## src/rtl/clkreg_pkg.sv

```systemverilog
package clkreg_pkg;
  localparam int unsigned ADDR_W = 12;
  localparam int unsigned DATA_W = 32;

  localparam logic [ADDR_W-1:0] OFS_SEL   = 12'h200;
  localparam logic [ADDR_W-1:0] OFS_MSTAT = 12'h400;
  localparam logic [ADDR_W-1:0] OFS_DIV0  = 12'h500;
  localparam logic [ADDR_W-1:0] OFS_DIV1  = 12'h504;
  localparam logic [ADDR_W-1:0] OFS_DST0  = 12'h600;
  localparam logic [ADDR_W-1:0] OFS_DST1  = 12'h604;

  localparam int unsigned SEL_BIT   = 16;
  localparam int unsigned MSTAT_LSB = 16;

  typedef enum logic [2:0] {
    MST_PLL    = 3'd1,
    MST_ALT    = 3'd2,
    MST_MOVING = 3'd4
  } mux_stat_e;

  typedef enum logic [2:0] {
    RS_NONE,
    RS_SEL,
    RS_MSTAT,
    RS_DIV0,
    RS_DIV1,
    RS_DST0,
    RS_DST1
  } reg_hit_e;
endpackage

```

## src/rtl/clkreg_bus_dec.sv

```systemverilog
module clkreg_bus_dec
  import clkreg_pkg::*;
(
  input  logic              bus_en,
  input  logic              bus_we,
  input  logic [ADDR_W-1:0] bus_addr,
  output reg_hit_e          hit,
  output logic              wr_sel,
  output logic [1:0]        wr_div
);
  always_comb begin
    hit = RS_NONE;
    if (bus_en) begin
      unique case (bus_addr)
        OFS_SEL:   hit = RS_SEL;
        OFS_MSTAT: hit = RS_MSTAT;
        OFS_DIV0:  hit = RS_DIV0;
        OFS_DIV1:  hit = RS_DIV1;
        OFS_DST0:  hit = RS_DST0;
        OFS_DST1:  hit = RS_DST1;
        default:   hit = RS_NONE;
      endcase
    end
  end

  // status offsets and unmapped offsets produce no write strobe
  assign wr_sel    = bus_we && (hit == RS_SEL);
  assign wr_div[0] = bus_we && (hit == RS_DIV0);
  assign wr_div[1] = bus_we && (hit == RS_DIV1);
endmodule

```

## src/rtl/clkreg_mux_ctl.sv

```systemverilog
module clkreg_mux_ctl
  import clkreg_pkg::*;
#(
  parameter int unsigned SETTLE = 5
) (
  input  logic      clk,
  input  logic      rst_n,
  input  logic      wr_en,
  input  logic      want_alt,
  output logic      alt_q,
  output mux_stat_e stat_q
);
  localparam int unsigned CNT_W = $clog2(SETTLE + 1);

  logic             alt_r;
  logic [CNT_W-1:0] cnt_r;
  logic             flip;

  assign flip = wr_en && (want_alt != alt_r);

  always_ff @(posedge clk) begin
    if (!rst_n) begin
      alt_r <= 1'b0;
      cnt_r <= '0;
    end else begin
      if (wr_en) alt_r <= want_alt;
      if (flip)              cnt_r <= CNT_W'(SETTLE);
      else if (cnt_r != '0)  cnt_r <= cnt_r - 1'b1;
    end
  end

  always_comb begin
    if (cnt_r != '0)  stat_q = MST_MOVING;
    else if (alt_r)   stat_q = MST_ALT;
    else              stat_q = MST_PLL;
  end

  assign alt_q = alt_r;
endmodule

```

## src/rtl/clkreg_div_bank.sv

```systemverilog
module clkreg_div_bank
  import clkreg_pkg::*;
#(
  parameter int unsigned NUM_FIELDS   = 8,
  parameter int unsigned FIELD_W      = 3,
  parameter int unsigned FIELD_STRIDE = 4,
  parameter int unsigned SETTLE       = 6
) (
  input  logic              clk,
  input  logic              rst_n,
  input  logic              wr_en,
  input  logic [DATA_W-1:0] wdata,
  output logic [DATA_W-1:0] ratio_q,
  output logic [DATA_W-1:0] busy_q
);
  localparam int unsigned CNT_W = $clog2(SETTLE + 1);

  logic [NUM_FIELDS-1:0][FIELD_W-1:0] ratio_arr;
  logic [NUM_FIELDS-1:0]              busy_arr;

  for (genvar k = 0; k < NUM_FIELDS; k++) begin : g_field
    localparam int unsigned LSB = k * FIELD_STRIDE;

    logic [FIELD_W-1:0] ratio_r;
    logic [CNT_W-1:0]   cnt_r;
    logic               changed;

    assign changed = wr_en && (wdata[LSB +: FIELD_W] != ratio_r);

    always_ff @(posedge clk) begin
      if (!rst_n) begin
        ratio_r <= '0;
        cnt_r   <= '0;
      end else begin
        if (wr_en) ratio_r <= wdata[LSB +: FIELD_W];
        if (changed)           cnt_r <= CNT_W'(SETTLE);
        else if (cnt_r != '0)  cnt_r <= cnt_r - 1'b1;
      end
    end

    assign ratio_arr[k] = ratio_r;
    assign busy_arr[k]  = (cnt_r != '0);
  end

  always_comb begin
    ratio_q = '0;
    busy_q  = '0;
    for (int k = 0; k < NUM_FIELDS; k++) begin
      ratio_q[k*FIELD_STRIDE +: FIELD_W] = ratio_arr[k];
      busy_q[k*FIELD_STRIDE]             = busy_arr[k];
    end
  end
endmodule

```

## src/rtl/clkreg_top.sv

```systemverilog
module clkreg_top
  import clkreg_pkg::*;
#(
  parameter int unsigned NUM_FIELDS   = 8,
  parameter int unsigned FIELD_W      = 3,
  parameter int unsigned FIELD_STRIDE = 4,
  parameter int unsigned DIV_SETTLE   = 6,
  parameter int unsigned MUX_SETTLE   = 5
) (
  input  logic        clk,
  input  logic        rst_n,
  input  logic        bus_en,
  input  logic        bus_we,
  input  logic [11:0] bus_addr,
  input  logic [31:0] bus_wdata,
  output logic [31:0] bus_rdata,
  output logic        bus_rvalid,
  output logic        alt_sel_o,
  output logic [31:0] div0_o,
  output logic [31:0] div1_o
);
  localparam int unsigned NUM_BANKS = 2;

  reg_hit_e                              hit;
  logic                                  wr_sel;
  logic [NUM_BANKS-1:0]                  wr_div;
  mux_stat_e                             mux_stat;
  logic                                  alt_q;
  logic [NUM_BANKS-1:0][DATA_W-1:0]      ratio;
  logic [NUM_BANKS-1:0][DATA_W-1:0]      busy;
  logic [DATA_W-1:0]                     dst0_q;
  logic [DATA_W-1:0]                     rd_mux;

  clkreg_bus_dec u_dec (
    .bus_en   (bus_en),
    .bus_we   (bus_we),
    .bus_addr (bus_addr),
    .hit      (hit),
    .wr_sel   (wr_sel),
    .wr_div   (wr_div)
  );

  clkreg_mux_ctl #(.SETTLE(MUX_SETTLE)) u_mux (
    .clk      (clk),
    .rst_n    (rst_n),
    .wr_en    (wr_sel),
    .want_alt (bus_wdata[SEL_BIT]),
    .alt_q    (alt_q),
    .stat_q   (mux_stat)
  );

  for (genvar b = 0; b < NUM_BANKS; b++) begin : g_bank
    clkreg_div_bank #(
      .NUM_FIELDS   (NUM_FIELDS),
      .FIELD_W      (FIELD_W),
      .FIELD_STRIDE (FIELD_STRIDE),
      .SETTLE       (DIV_SETTLE)
    ) u_bank (
      .clk     (clk),
      .rst_n   (rst_n),
      .wr_en   (wr_div[b]),
      .wdata   (bus_wdata),
      .ratio_q (ratio[b]),
      .busy_q  (busy[b])
    );
  end

  assign dst0_q = busy[0];

  always_comb begin
    rd_mux = '0;
    unique case (hit)
      RS_SEL:   rd_mux[SEL_BIT] = alt_q;
      RS_MSTAT: rd_mux[MSTAT_LSB +: 3] = mux_stat;
      RS_DIV0:  rd_mux = ratio[0];
      RS_DIV1:  rd_mux = ratio[1];
      RS_DST0:  rd_mux = busy[0];
      RS_DST1:  rd_mux = busy[1];
      default:  rd_mux = '0;
    endcase
  end

  always_ff @(posedge clk) begin
    if (!rst_n) begin
      bus_rdata  <= '0;
      bus_rvalid <= 1'b0;
    end else begin
      bus_rvalid <= bus_en && !bus_we;
      if (bus_en && !bus_we) bus_rdata <= rd_mux;
    end
  end

  assign alt_sel_o = alt_q;
  assign div0_o    = ratio[0];
  assign div1_o    = ratio[1];
endmodule

```

## config.mk

```make
export PLATFORM = sky130hd
export DESIGN_NAME = clkreg_top
export DESIGN_NICKNAME = d
export VERILOG_FILES = /design/src/rtl/clkreg_pkg.sv /design/src/rtl/clkreg_bus_dec.sv /design/src/rtl/clkreg_mux_ctl.sv /design/src/rtl/clkreg_div_bank.sv /design/src/rtl/clkreg_top.sv
export SDC_FILE = /design/constraint.sdc
export NUM_CORES = 1
export LEC_CHECK = 0
export ABC_AREA = 1
export BUFFER_PORTS_ARGS = -buffer_cell sky130_fd_sc_hd__buf_2
export CAP_MARGIN = 10
export CORE_MARGIN = 10
export CORE_UTILIZATION = 45
export CTS_CLUSTER_DIAMETER = 120
export DETAILED_ROUTE_END_ITERATION = 8
export PLACE_DENSITY = 0.77
export SKIP_CTS_REPAIR_TIMING = 1
export SYNTH_ARGS = -nofsm -noshare
export SYNTH_HDL_FRONTEND = slang
export SYNTH_SLANG_ARGS = --single-unit
```

## constraint.sdc

```tcl
create_clock -name clk -period 4.8 [get_ports clk]
set_clock_uncertainty 0.1 [all_clocks]
set_input_delay 1.2 -clock clk [delete_from_list [all_inputs] [get_ports clk]]
set_output_delay 1.2 -clock clk [all_outputs]
set_load 0.005 [all_outputs]
```

Yosys cells after proc, flatten, opt, wreduce, memory -nomap -nowiden
Index checks and enable logic that the tools add are counted.
{ "classes": {"eq_ne": 29, "mux": 42, "n_div": 0, "reduce_logical": 73, "bitwise_logic": 1, "shift": 0, "n_mul": 0, "magnitude_cmp": 0, "add_sub_neg": 17} }
{ "op_table": {"columns": ["cell", "count"], "rows": [
  ["$mux 3", 36],
  ["$eq 12x11->1 const B", 5],
  ["$pmux 15 s4", 1],
  ["$reduce_bool 3->1", 17],
  ["$sub 3x1->3 const B", 17],
  ["$ne 3x3->1", 16],
  ["$pmux 12 s4", 1],
  ["$reduce_bool 2->1", 17],
  ["$reduce_or 2->1", 17],
  ["$logic_and 1x1->1", 21],
  ["$pmux 3 s6", 1],
  ["$eq 12x10->1 const B", 1],
  ["$eq 3x3->1 const B", 3],
  ["$eq 3x2->1 const B", 2],
  ["$pmux 1 s6", 1],
  ["$pmux 2 s3", 1],
  ["$eq 3x1->1 const B", 1],
  ["$mux 2", 1],
  ["$logic_not 1->1", 1],
  ["$ne 1x1->1", 1],
  ["$not 1->1", 1]
]} }
{ "word_totals": {"mem_bits_ro": 0, "in_bits": 48, "ram_bits": 0, "n_memories": 0, "latchBits": 0, "ff_bits": 133} }

Logic depth before layout (Yosys ltp)
Gate-level depths: netlist of the first run.
{ "depth": {"ltp_word": 7, "ltp_mapped": 15, "ltp_nobuf": 14} }

Cells and area by module
From an unflattened synthesis of the first run, not the netlist that was laid out.
{ "unflattened": {"hier_cells": 1269, "area_unflattened_um2": 8654.6} }
{ "by_module_without_submodules": {"columns": ["module", "n_inst", "seq_area_each_um2", "cells_each", "area_each_um2"], "rows": [
  ["clkreg_div_bank", 2, 960.9, 401, 2837.7],
  ["clkreg_top", 1, 660.6, 385, 2533.7],
  ["clkreg_mux_ctl", 1, 80.1, 36, 239.0],
  ["clkreg_bus_dec", 1, 0.0, 46, 206.4]
]} }

Least setup slack after synthesis of the first run
OpenSTA, ideal clock, no wires.
{ "synth_path": {"path_kind": "input to register", "start": "in bus_addr[5]", "end": "reg g_bank[1].u_bank.g_field[1].ratio_r[2]", "required_ns": 4.581, "arrival_ns": 2.565, "stages": 12, "path_buffers": 2, "slack_ns": 2.016, "path_cell_list": "nor2_1 > nand2_2 > nor2_4 > nand2_2 > nand2_4 > nand2_4 > nor2_8 > nand2_4 > nor2_4 > buf_2 > buf_2 > a21oi_1"} }
{ "synth_via": {"elab_chain_cells": 5, "word_cells_on_any_way": 10} }
{ "synth_rtl": {"columns": ["element", "line", "text"], "rows": [
  ["start, declared", "clkreg_top.sv:14", "input logic [11:0] bus_addr,"],
  ["$eq 12x11->1 / $eq 12x10->1 (equally long branches)", "clkreg_bus_dec.sv:14", "unique case (bus_addr)"],
  ["$pmux 3 s6 (*)", "clkreg_bus_dec.sv:14", null],
  ["$mux 3 (*)", "clkreg_bus_dec.sv:13", "if (bus_en) begin"],
  ["$eq 3x3->1 (*)", "clkreg_bus_dec.sv:29", "assign wr_div[1] = bus_we && (hit == RS_DIV1);"],
  ["$logic_and 1x1->1 (*)", "clkreg_bus_dec.sv:29", null],
  ["end signal, assigned", "clkreg_div_bank.sv:35", "if (wr_en) ratio_r <= wdata[LSB +: FIELD_W];"],
  ["end, declared", "clkreg_div_bank.sv:24", "logic [FIELD_W-1:0] ratio_r;"]
]} }
Every way passes the cells marked *; elsewhere a longest branch is shown, timed or not.
A chain may end at the register's enable or synchronous reset.

Worst setup path in the final report of the first run
{ "layout_path": {"start": "in bus_addr[1]", "end": "reg g_bank[0].u_bank.g_field[3].cnt_r[2]"} }
{ "layout_via": {"elab_chain_cells": 7, "word_cells_on_any_way": 13} }
{ "layout_rtl": {"columns": ["element", "line", "text"], "rows": [
  ["$eq 12x11->1 / $eq 12x10->1 (equally long branches)", "clkreg_bus_dec.sv:14", null],
  ["$pmux 3 s6 (*)", "clkreg_bus_dec.sv:14", null],
  ["$mux 3 (*)", "clkreg_bus_dec.sv:13", null],
  ["$eq 3x2->1 (*)", "clkreg_bus_dec.sv:28", "assign wr_div[0] = bus_we && (hit == RS_DIV0);"],
  ["$logic_and 1x1->1 (*)", "clkreg_bus_dec.sv:28", null],
  ["$logic_and 1x1->1 (*)", "clkreg_div_bank.sv:28", "assign changed = wr_en && (wdata[LSB +: FIELD_W] != ratio_r);"],
  ["$mux 3 / $reduce_bool 2->1 (equally long branches)", null, null],
  ["end signal, assigned", "clkreg_div_bank.sv:36", "if (changed) cnt_r <= CNT_W'(SETTLE);"],
  ["end signal, assigned", "clkreg_div_bank.sv:37", "else if (cnt_r != '0) cnt_r <= cnt_r - 1'b1;"],
  ["end, declared", "clkreg_div_bank.sv:25", "logic [CNT_W-1:0] cnt_r;"]
]} }
Marks and branches as above.

==> impl_metrics.ini, run 1 <==
[power_and_ir_drop]
swShare_pct = 29.7
p_per_area_nw_per_um2 = 423
ir_worst_vdd_mv = 0.294
combPwrFrac_pct = 23.6
switching_power_mw = 1.03
total_power_mw = 3.48
p_leak_nw = 3.93
p_int_mw = 2.45
power_frac_clock_pct = 40.5
pwr-share-seq_pct = 36.0

[route]
wirelength_mm = 19.5
vias = 6534
first_pass_iters = 5
first_iter_violations = 439
wl_per_cell_um = 15.5
antenna_left = 0
viasPerCell = 5.18
drc = 0

[clock_network]
insertion_delay_ps = 430
tritoncts.num_buffers = 17
cts.sinks = 125
clock-root-buffer = clkbuf_16
clk_path_buf_depth = 2
htreeDepth = 4
cts_tree = yes
clkTransAtPathRegs_ps = 50

[finish]
drive_gt1_share_pct = 21.4
areaGrowthSynthToFinish_pct = 18.1
stdcell_area_um2 = 8230
seqCellArea_um2 = 2500
num-fill-cells = 1446
multi_input_area_um2 = 3750
fin_nets = 1142

[yosys]
synth_top_cell_by_area = dfxtp_1
synth_edf_count = 0
seq_area_frac_synth_pct = 35.9
synth_flop_cell = dfxtp_1
synthTopCellsByCount = nand2_1, dfxtp_1, inv_1
syn_inst = 954
synth.area.top_cells = dfxtp_1, nand2_1, a21oi_1
ys_ff_latch = 125
synth_most_common_cell = nand2_1
netlist_area_um2 = 6970
synth.distinct_cells = 41
syn_area_per_cell_um2 = 7.31
synth-async-reset-ratio_pct = 0
netlist.area_leader.share_pct = 35.9
yosysWarnings = 0

[sta]
fmax_mhz = 301
slew_headroom_pct = 39.7
final.setup.tns_ps = 0
finalCriticalPeriod_ps = 3330
hold_violations = 0
maxSlewViolCount = 0
tightest_slew_ps = 882
setup_slack_ps = 1470
min_period_over_period_pct = 69.3
setup_viol = 0
rsz0062_at_grt = false

[outcome]
status = complete, no violations

[setup_path]
ff2ff_path_depth = 5
crit_path_end_kind = register
critPathLaunchType = primary input
crit_path_end = g_bank[0].u_bank.g_field[3].cnt_r[2]
worstPathRequired_ps = 5050
crit_path_start = bus_addr[1]
crit_type = primary input to register
r2r_start = g_bank[1].u_bank.g_field[1].ratio_r[1]
worst-endpoint-arrival_ps = 3570
r2r_slack_ps = 3100
r2r-end = g_bank[1].u_bank.g_field[1].cnt_r[1]
worstPathMaxFanout = 17

[floorplan]
start_util_pct = 45.9
pin_count = 146
fp.dieH_um = 144
core-area_um2 = 15200
die_x_um = 144
dieArea_um2 = 20900
rows = 45

[global_routing]
antenna_found_initial = 1
grt_pass1_vias = 6225
grt_first_pass_wirelength_mm = 30.7
gr-usage-all-layers_pct = 18.8
grt_max_degree = 53
overflow = 0

[placement]
gp_congestion = 0.845
dp_hpwl_mm = 13.9
place_area_um2 = 7580
pre_cts_slack_ps = 1090
placement.io_buffers = 113

[job]
maxCapViolCount = 0

[hold_path]
hold_path.class = register to register
## layout make-up
class	instances	area share (%)
Antenna cell	1	0.0304
Clock buffer	20	5.55
Clock inverter	11	2.31
Inverter	121	5.52
Multi-Input combinational cell	674	45.6
Sequential cell	125	30.4
Tap cell	188	2.86
Timing Repair Buffer	121	7.75
## kinds of logic after synthesis
family	Yosys count	share of synthesized area (%)
AND/OR/NAND/NOR	369	24.6
AO/OA/AOI/OAI	213	17.6
buffers and inverters	178	11.5
flip-flops	125	35.9
XOR/XNOR	34	4.27
adder cells (fa/ha/maj)	34	6.10
other	1	0.0538
## worst max-delay path, stage by stage
cell and delay [ps]:
buf_2 100, nor2_1 130, nand2_1 110, nor2_4 170, nand2_2 100, nand2_4 120
nand2_4 90, nor3b_4 680, inv_2 400, nor2_1 250, inv_1 80, a21oi_1 120
## power groups by stage
| stage | clock network, mW | logic [mW] | registers, mW |
|---|---|---|---|
| 2_1_floorplan | 0 | 0.664 | 1.25 |
| 3_3_place_gp | 0 | 0.768 | 1.26 |
| 3_5_place_dp | 0 | 0.806 | 1.27 |
| 4_1_cts | 1.43 | 0.821 | 1.25 |
| 5_1_grt | 1.48 | 0.949 | 1.27 |
| 6_report | 1.41 | 0.822 | 1.25 |
## metrics by stage
stage / util (%) / instances / hold WS (ps)
floorplan: - / 977 / 340
global placement: 49.9 / 1229 / 352
detailed placement: 49.9 / 1229 / 356
CTS: 54.1 / 1260 / 365
global route: 54.1 / 1260 / 386
finish: 54.2 / 1261 / 363
## layer usage
layer	global-route usage, %	vias up	part of all wire, %	wire [um]
met5	0	-	0	0
met4	6.44	0	2.0	396
met3	6.20	29	8.7	1700
met2	31.8	240	48	9320
met1	21.8	3009	42	8100
li1	-	3256	-	-
## flip-flops by register name, indices dropped and copies added (netlist names)
signal,cells
g_bank.u_bank.g_field.ratio_r,48
bus_rvalid,1
u_mux.alt_q,1
u_mux.cnt_r,3
bus_rdata,24
g_bank.u_bank.g_field.cnt_r,48
## layout by cell type (no fill, tap or decap), types with 11 or more instances in the layout
cell type | netlist | final
a211oi_1 | 11 | 11
a21oi_1 | 90 | 90
a21oi_2 | 12 | 12
buf_2 | 11 | 113
clkbuf_16 | 0 | 17
conb_1 | 1 | 24
dfxtp_1 | 125 | 125
ha_1 | 34 | 34
inv_1 | 112 | 111
nand2_1 | 147 | 147
nand2_2 | 15 | 15
nand3_1 | 35 | 35
nor2_1 | 106 | 106
nor3_1 | 17 | 17
o21ai_0 | 75 | 75
or2_2 | 16 | 16
xor2_1 | 26 | 26
## worst min path at each step
stage / startpoint / end / slack [ps] / depth (start not counted)
after floorplan: g_bank[0].u_bank.g_field[1].cnt_r[0] / g_bank[0].u_bank.g_field[1].cnt_r[0] / 340 / 2
after global placement: g_bank[0].u_bank.g_field[1].cnt_r[0] / g_bank[0].u_bank.g_field[1].cnt_r[0] / 350 / 2
after detailed placement: bus_rdata[21] / bus_rdata[21] / 360 / 2
after CTS: bus_rdata[21] / bus_rdata[21] / 360 / 2
after global routing: bus_rdata[13] / bus_rdata[13] / 390 / 2
final: bus_rdata[1] / bus_rdata[1] / 360 / 2
(Power assumes the default switching activity.)
==> run 2: changes to the inputs <==
==> constraint.sdc (replaced) <==
create_clock -name clk -period 3.5 [get_ports clk]
set_clock_uncertainty 0.1 [all_clocks]
set_input_delay 0.875 -clock clk [delete_from_list [all_inputs] [get_ports clk]]
set_output_delay 0.875 -clock clk [all_outputs]
set_load 0.005 [all_outputs]
==> run 2 against run 1 <==
First-iteration DRC count is 1.1% lower. Total power is 39% higher. Via count hardly changed. Highest routed layer is now met5.
==> impl_metrics.ini, run 2 (synthesis results as in run 1) <==
[route]
met3_length_mm = 1.76
vias = 6532
wl_met1_mm = 8.12
wirelength_mm = 19.8
first_pass_iters = 7
first_iter_violations = 434
viasPerCell = 5.15
antenna_left = 0
top_layer = met5
wl_met2_mm = 9.63
wl_per_cell_um = 15.6
drc = 0

[sta]
fmax_mhz = 379
tightest_slew_ps = 834
min_period_over_period_pct = 75.4
final.setup.tns_ps = 0
slew_headroom_pct = 43.0
setup_viol = 0
maxSlewViolCount = 0
hold_violations = 0
rsz0062_at_grt = false
finalCriticalPeriod_ps = 2640

[setup_path]
r2r-end = g_bank[1].u_bank.g_field[3].cnt_r[0]
crit_path_end_kind = register
worstPathMaxFanout = 17
crit_type = primary input to register
worst-endpoint-arrival_ps = 2860
critPathLaunchType = primary input
worstPathRequired_ps = 3720
ff2ff_path_depth = 4
r2r_slack_ps = 1790
r2r_start = g_bank[1].u_bank.g_field[3].ratio_r[0]

[hold_path]
hold_path.class = register to register
min_path_cells = 2
hold_start = bus_rdata[17]
hold_end = bus_rdata[17]

[placement]
placement.io_buffers = 113
dp_hpwl_mm = 14.2
place_area_um2 = 7620
gp_congestion = 0.859

[clock_network]
clock-root-buffer = clkbuf_16
clk_path_buf_depth = 2
cts_tree = yes
tritoncts.num_buffers = 17
htreeDepth = 4
insertion_delay_ps = 430
cts.sinks = 125
clkTransAtPathRegs_ps = 60

[floorplan]
start_util_pct = 45.9
dieArea_um2 = 20900
core-area_um2 = 15200
fp.dieH_um = 144
die_x_um = 144
rows = 45
pin_count = 146

[finish]
reg.largest.list = g_bank.u_bank.g_field.cnt_r (48), g_bank.u_bank.g_field.ratio_r (48), bus_rdata (24)
areaGrowthSynthToFinish_pct = 19.0
fin_nets = 1149
layout_commonest_cell = nand2_1
antennaDiodeCount = 0
drive_gt1_share_pct = 22.0
stdcell_area_um2 = 8290
layout_common_cells = nand2_1, dfxtp_1, buf_2, inv_1, nor2_1

[power_and_ir_drop]
ir_worst_vdd_mv = 0.397
p_leak_nw = 3.98
p_per_area_nw_per_um2 = 585
total_power_mw = 4.85

[global_routing]
grt_pass1_vias = 6150
grt_first_pass_wirelength_mm = 30.8
overflow = 0
antenna_found_initial = 1
grt_max_degree = 43
gr-usage-all-layers_pct = 18.7

[outcome]
status = complete, no violations

[job]
maxCapViolCount = 0
## run 2: critical path: stages
cell and delay (ps):
buf_2 90, nor2_1 130, nand2_1 110, nor2_4 180, nand2_2 100, nand2_4 130, nand2_4 90, nor3b_4 450
inv_2 320, o21ai_0 300, nor2_1 70
## run 2: worst max-delay path by stage
| stage | start | to |
|---|---|---|
| final | bus_addr[1] | g_bank[0].u_bank.g_field[6].ratio_r[1] |
| after global routing | bus_addr[1] | g_bank[1].u_bank.g_field[1].ratio_r[1] |
| after CTS | bus_addr[1] | g_bank[0].u_bank.g_field[2].cnt_r[1] |
| after detailed placement | bus_addr[1] | g_bank[0].u_bank.g_field[2].cnt_r[1] |
| after global placement | bus_addr[1] | g_bank[0].u_bank.g_field[2].cnt_r[2] |
| after floorplan | bus_addr[5] | g_bank[1].u_bank.g_field[1].ratio_r[2] |
## run 2: layer usage
layer / track usage (%) / vias up
met1: 21.7 / 2989
met4: 4.95 / 2
li1: - / 3258
met2: 32.7 / 259
met3: 5.61 / 24
met5: 0 / -
## run 2: cell type report
cell class | count | area, um2
clock buffer | 17 | 425
clock inverter | 15 | 245
fill | 1447 | 6910
inverter | 121 | 454
multi-input combinational | 674 | 3750
sequential | 125 | 2500
tap | 188 | 235
timing repair buffer | 128 | 678
## run 2: stage by stage
stage | hold WS (ps) | instances | utilization, % | setup slack, ps
6_report | 361 | 1268 | 54.6 | 861
5_1_grt | 384 | 1268 | 54.6 | 663
4_1_cts | 365 | 1268 | 54.6 | 894
3_5_place_dp | 356 | 1236 | 50.1 | 445
3_3_place_gp | 352 | 1236 | 50.1 | 509
2_1_floorplan | 340 | 977 | - | 1040
## run 2: where the power goes
group	switching [mW]	internal (mW)	leakage, nW	total [mW]
logic	0.667	0.462	2.64	1.13
registers	0.114	1.61	1.01	1.72
clock network	0.673	1.33	0.323	2.00
total	1.45	3.40	3.98	4.85
==> run 3: changes to the inputs <==
--- a/config.mk
+++ b/config.mk
@@ -12,7 +12,7 @@
 export CORE_UTILIZATION = 45
 export CTS_CLUSTER_DIAMETER = 120
 export DETAILED_ROUTE_END_ITERATION = 8
-export PLACE_DENSITY = 0.77
+export PLACE_DENSITY = 0.79
 export SKIP_CTS_REPAIR_TIMING = 1
 export SYNTH_ARGS = -nofsm -noshare
 export SYNTH_HDL_FRONTEND = slang
==> constraint.sdc (replaced) <==
create_clock -name clk -period 2.4 [get_ports clk]
set_clock_uncertainty 0.1 [all_clocks]
set_input_delay 0.6 -clock clk [delete_from_list [all_inputs] [get_ports clk]]
set_output_delay 0.6 -clock clk [all_outputs]
set_load 0.005 [all_outputs]
==> run 3 against run 2 <==
Combinational power is 48% higher. Setup slack worse by 550 ps. Sequential power is 45% higher. Critical path depth is 3 higher. Final cell count is 1.7% higher. Flip-flop and latch count stayed put. Total power is 31% higher. Critical endpoint is now g_bank[1].u_bank.g_field[4].cnt_r[0]. Largest power group is now sequential cells. Highest routed layer is now met4.
==> impl_metrics.ini, run 3 (synthesis results as in run 1) <==
[global_routing]
grt_first_pass_wirelength_mm = 31.4
gr-usage-all-layers_pct = 18.9
antenna_found_initial = 0
grt_pass1_vias = 6332
overflow = 0
grt_max_degree = 43

[power_and_ir_drop]
p_leak_nw = 4.04
p_per_area_nw_per_um2 = 761
ir_worst_vdd_mv = 0.433
total_power_mw = 6.36

[sta]
slew_headroom_pct = 63.3
finalCriticalPeriod_ps = 2090
hold_violations = 0
fmax_mhz = 478
tightest_slew_ps = 537
setup_viol = 0
maxSlewViolCount = 0
min_period_over_period_pct = 87.2
fin_hold_ws_ps = 359
rsz0062_at_grt = false

[finish]
stdcell_area_um2 = 8350
seqCellArea_um2 = 2500
multi_input_area_um2 = 3750
layout_commonest_cell = nand2_1
layout_common_cells = nand2_1, dfxtp_1, buf_2, inv_1, nor2_1
drive_gt1_share_pct = 22.8
fin_nets = 1173
reg.largest.list = g_bank.u_bank.g_field.cnt_r (48), g_bank.u_bank.g_field.ratio_r (48), bus_rdata (24)
num-fill-cells = 1442
areaGrowthSynthToFinish_pct = 19.8
antennaDiodeCount = 0

[clock_network]
htreeDepth = 4
clkTransAtPathRegs_ps = 50
cts.sinks = 125
clk_path_buf_depth = 2
clock-root-buffer = clkbuf_16
insertion_delay_ps = 420
cts_tree = yes
tritoncts.num_buffers = 17

[placement]
placement.io_buffers = 113
dp_hpwl_mm = 14.8
place_area_um2 = 7870
gp_congestion = 0.842

[setup_path]
r2r_start = u_mux.cnt_r[0]
crit_path_end_kind = register
crit_top_cell = nor2_4
r2r_slack_ps = 780
slowest_stage = buf_4
crit_chain = buf_2 > nor2_1 > nand2_1 > nor2_4 > buf_4 > nand3_1 > inv_1 > nand2_2 > nand2_4 > nor2_4 > inv_2 > buf_4 > nor2_4 > a211oi_1
worstPathRequired_ps = 2630
crit_type = primary input to register
crit_path_end = g_bank[1].u_bank.g_field[4].cnt_r[0]
crit_path_start = bus_addr[1]
critPathLaunchType = primary input
worst-endpoint-arrival_ps = 2320
ff2ff_path_depth = 9
slowest_delay_ps = 210
worstPathMaxFanout = 9
r2r-end = bus_rdata[18]

[route]
wirelength_mm = 19.5
antenna_left = 0
vias = 6515
drc = 0
wl_per_cell_um = 15.1
first_iter_violations = 427
viasPerCell = 5.05
first_pass_iters = 5

[floorplan]
dieArea_um2 = 20900
die_x_um = 144
pin_count = 146
start_util_pct = 45.9
rows = 45
fp.dieH_um = 144
core-area_um2 = 15200

[outcome]
status = complete, no violations

[job]
maxCapViolCount = 0

[hold_path]
hold_start = bus_rdata[2]
hold_path.class = register to register
run 3: routing by layer:
layer / track usage (%) / part of all wire [%]
met1: 22.3 / 42
met2: 31.8 / 48
met3: 5.58 / 7.4
met4: 6.54 / 2.3
met5: 0 / 0
run 3: layout make-up:
cell class	instances	share of cell area [%]
clock buffers	26	5.62
clock inverters	3	0.180
inverters	121	5.44
multi-input cells	674	45.0
flip-flops and latches	125	30.0
well taps	188	2.82
repair buffers	152	11.0
run 3: worst min-delay path by stage:
stage,endpoint,slack (ps),cells past startpoint
after floorplan,g_bank[0].u_bank.g_field[1].cnt_r[0],340,2
after global placement,bus_rdata[21],350,2
after detailed placement,bus_rdata[2],360,2
after CTS,bus_rdata[2],360,2
after global routing,bus_rdata[29],380,2
final,bus_rdata[2],360,2
run 3: worst max-delay path: cells and delay by family:
kind | cells | cell delay, ps
and+or+nand+nor | 8 | 880
AOI/OAI and AO/OA | 1 | 160
buffers and inverters | 5 | 660
run 3: through the flow:
stage / TNS [ps] / cells / setup slack (ps) / util (%)
detailed placement: -2650 / 1260 / -124 / 51.7
CTS: 0 / 1289 / 312 / 54.9
global placement: -39.9 / 1260 / -16.7 / 51.7
global route: 0 / 1289 / 110 / 54.9
finish: 0 / 1289 / 308 / 54.9
floorplan: 0 / 977 / 216 / -
run 3: power breakdown:
| group | internal (mW) | total (mW) | switching, mW |
|---|---|---|---|
| Clock | 1.32 | 2.18 | 0.863 |
| Combinational | 0.679 | 1.67 | 0.992 |
| Sequential | 2.34 | 2.50 | 0.161 |
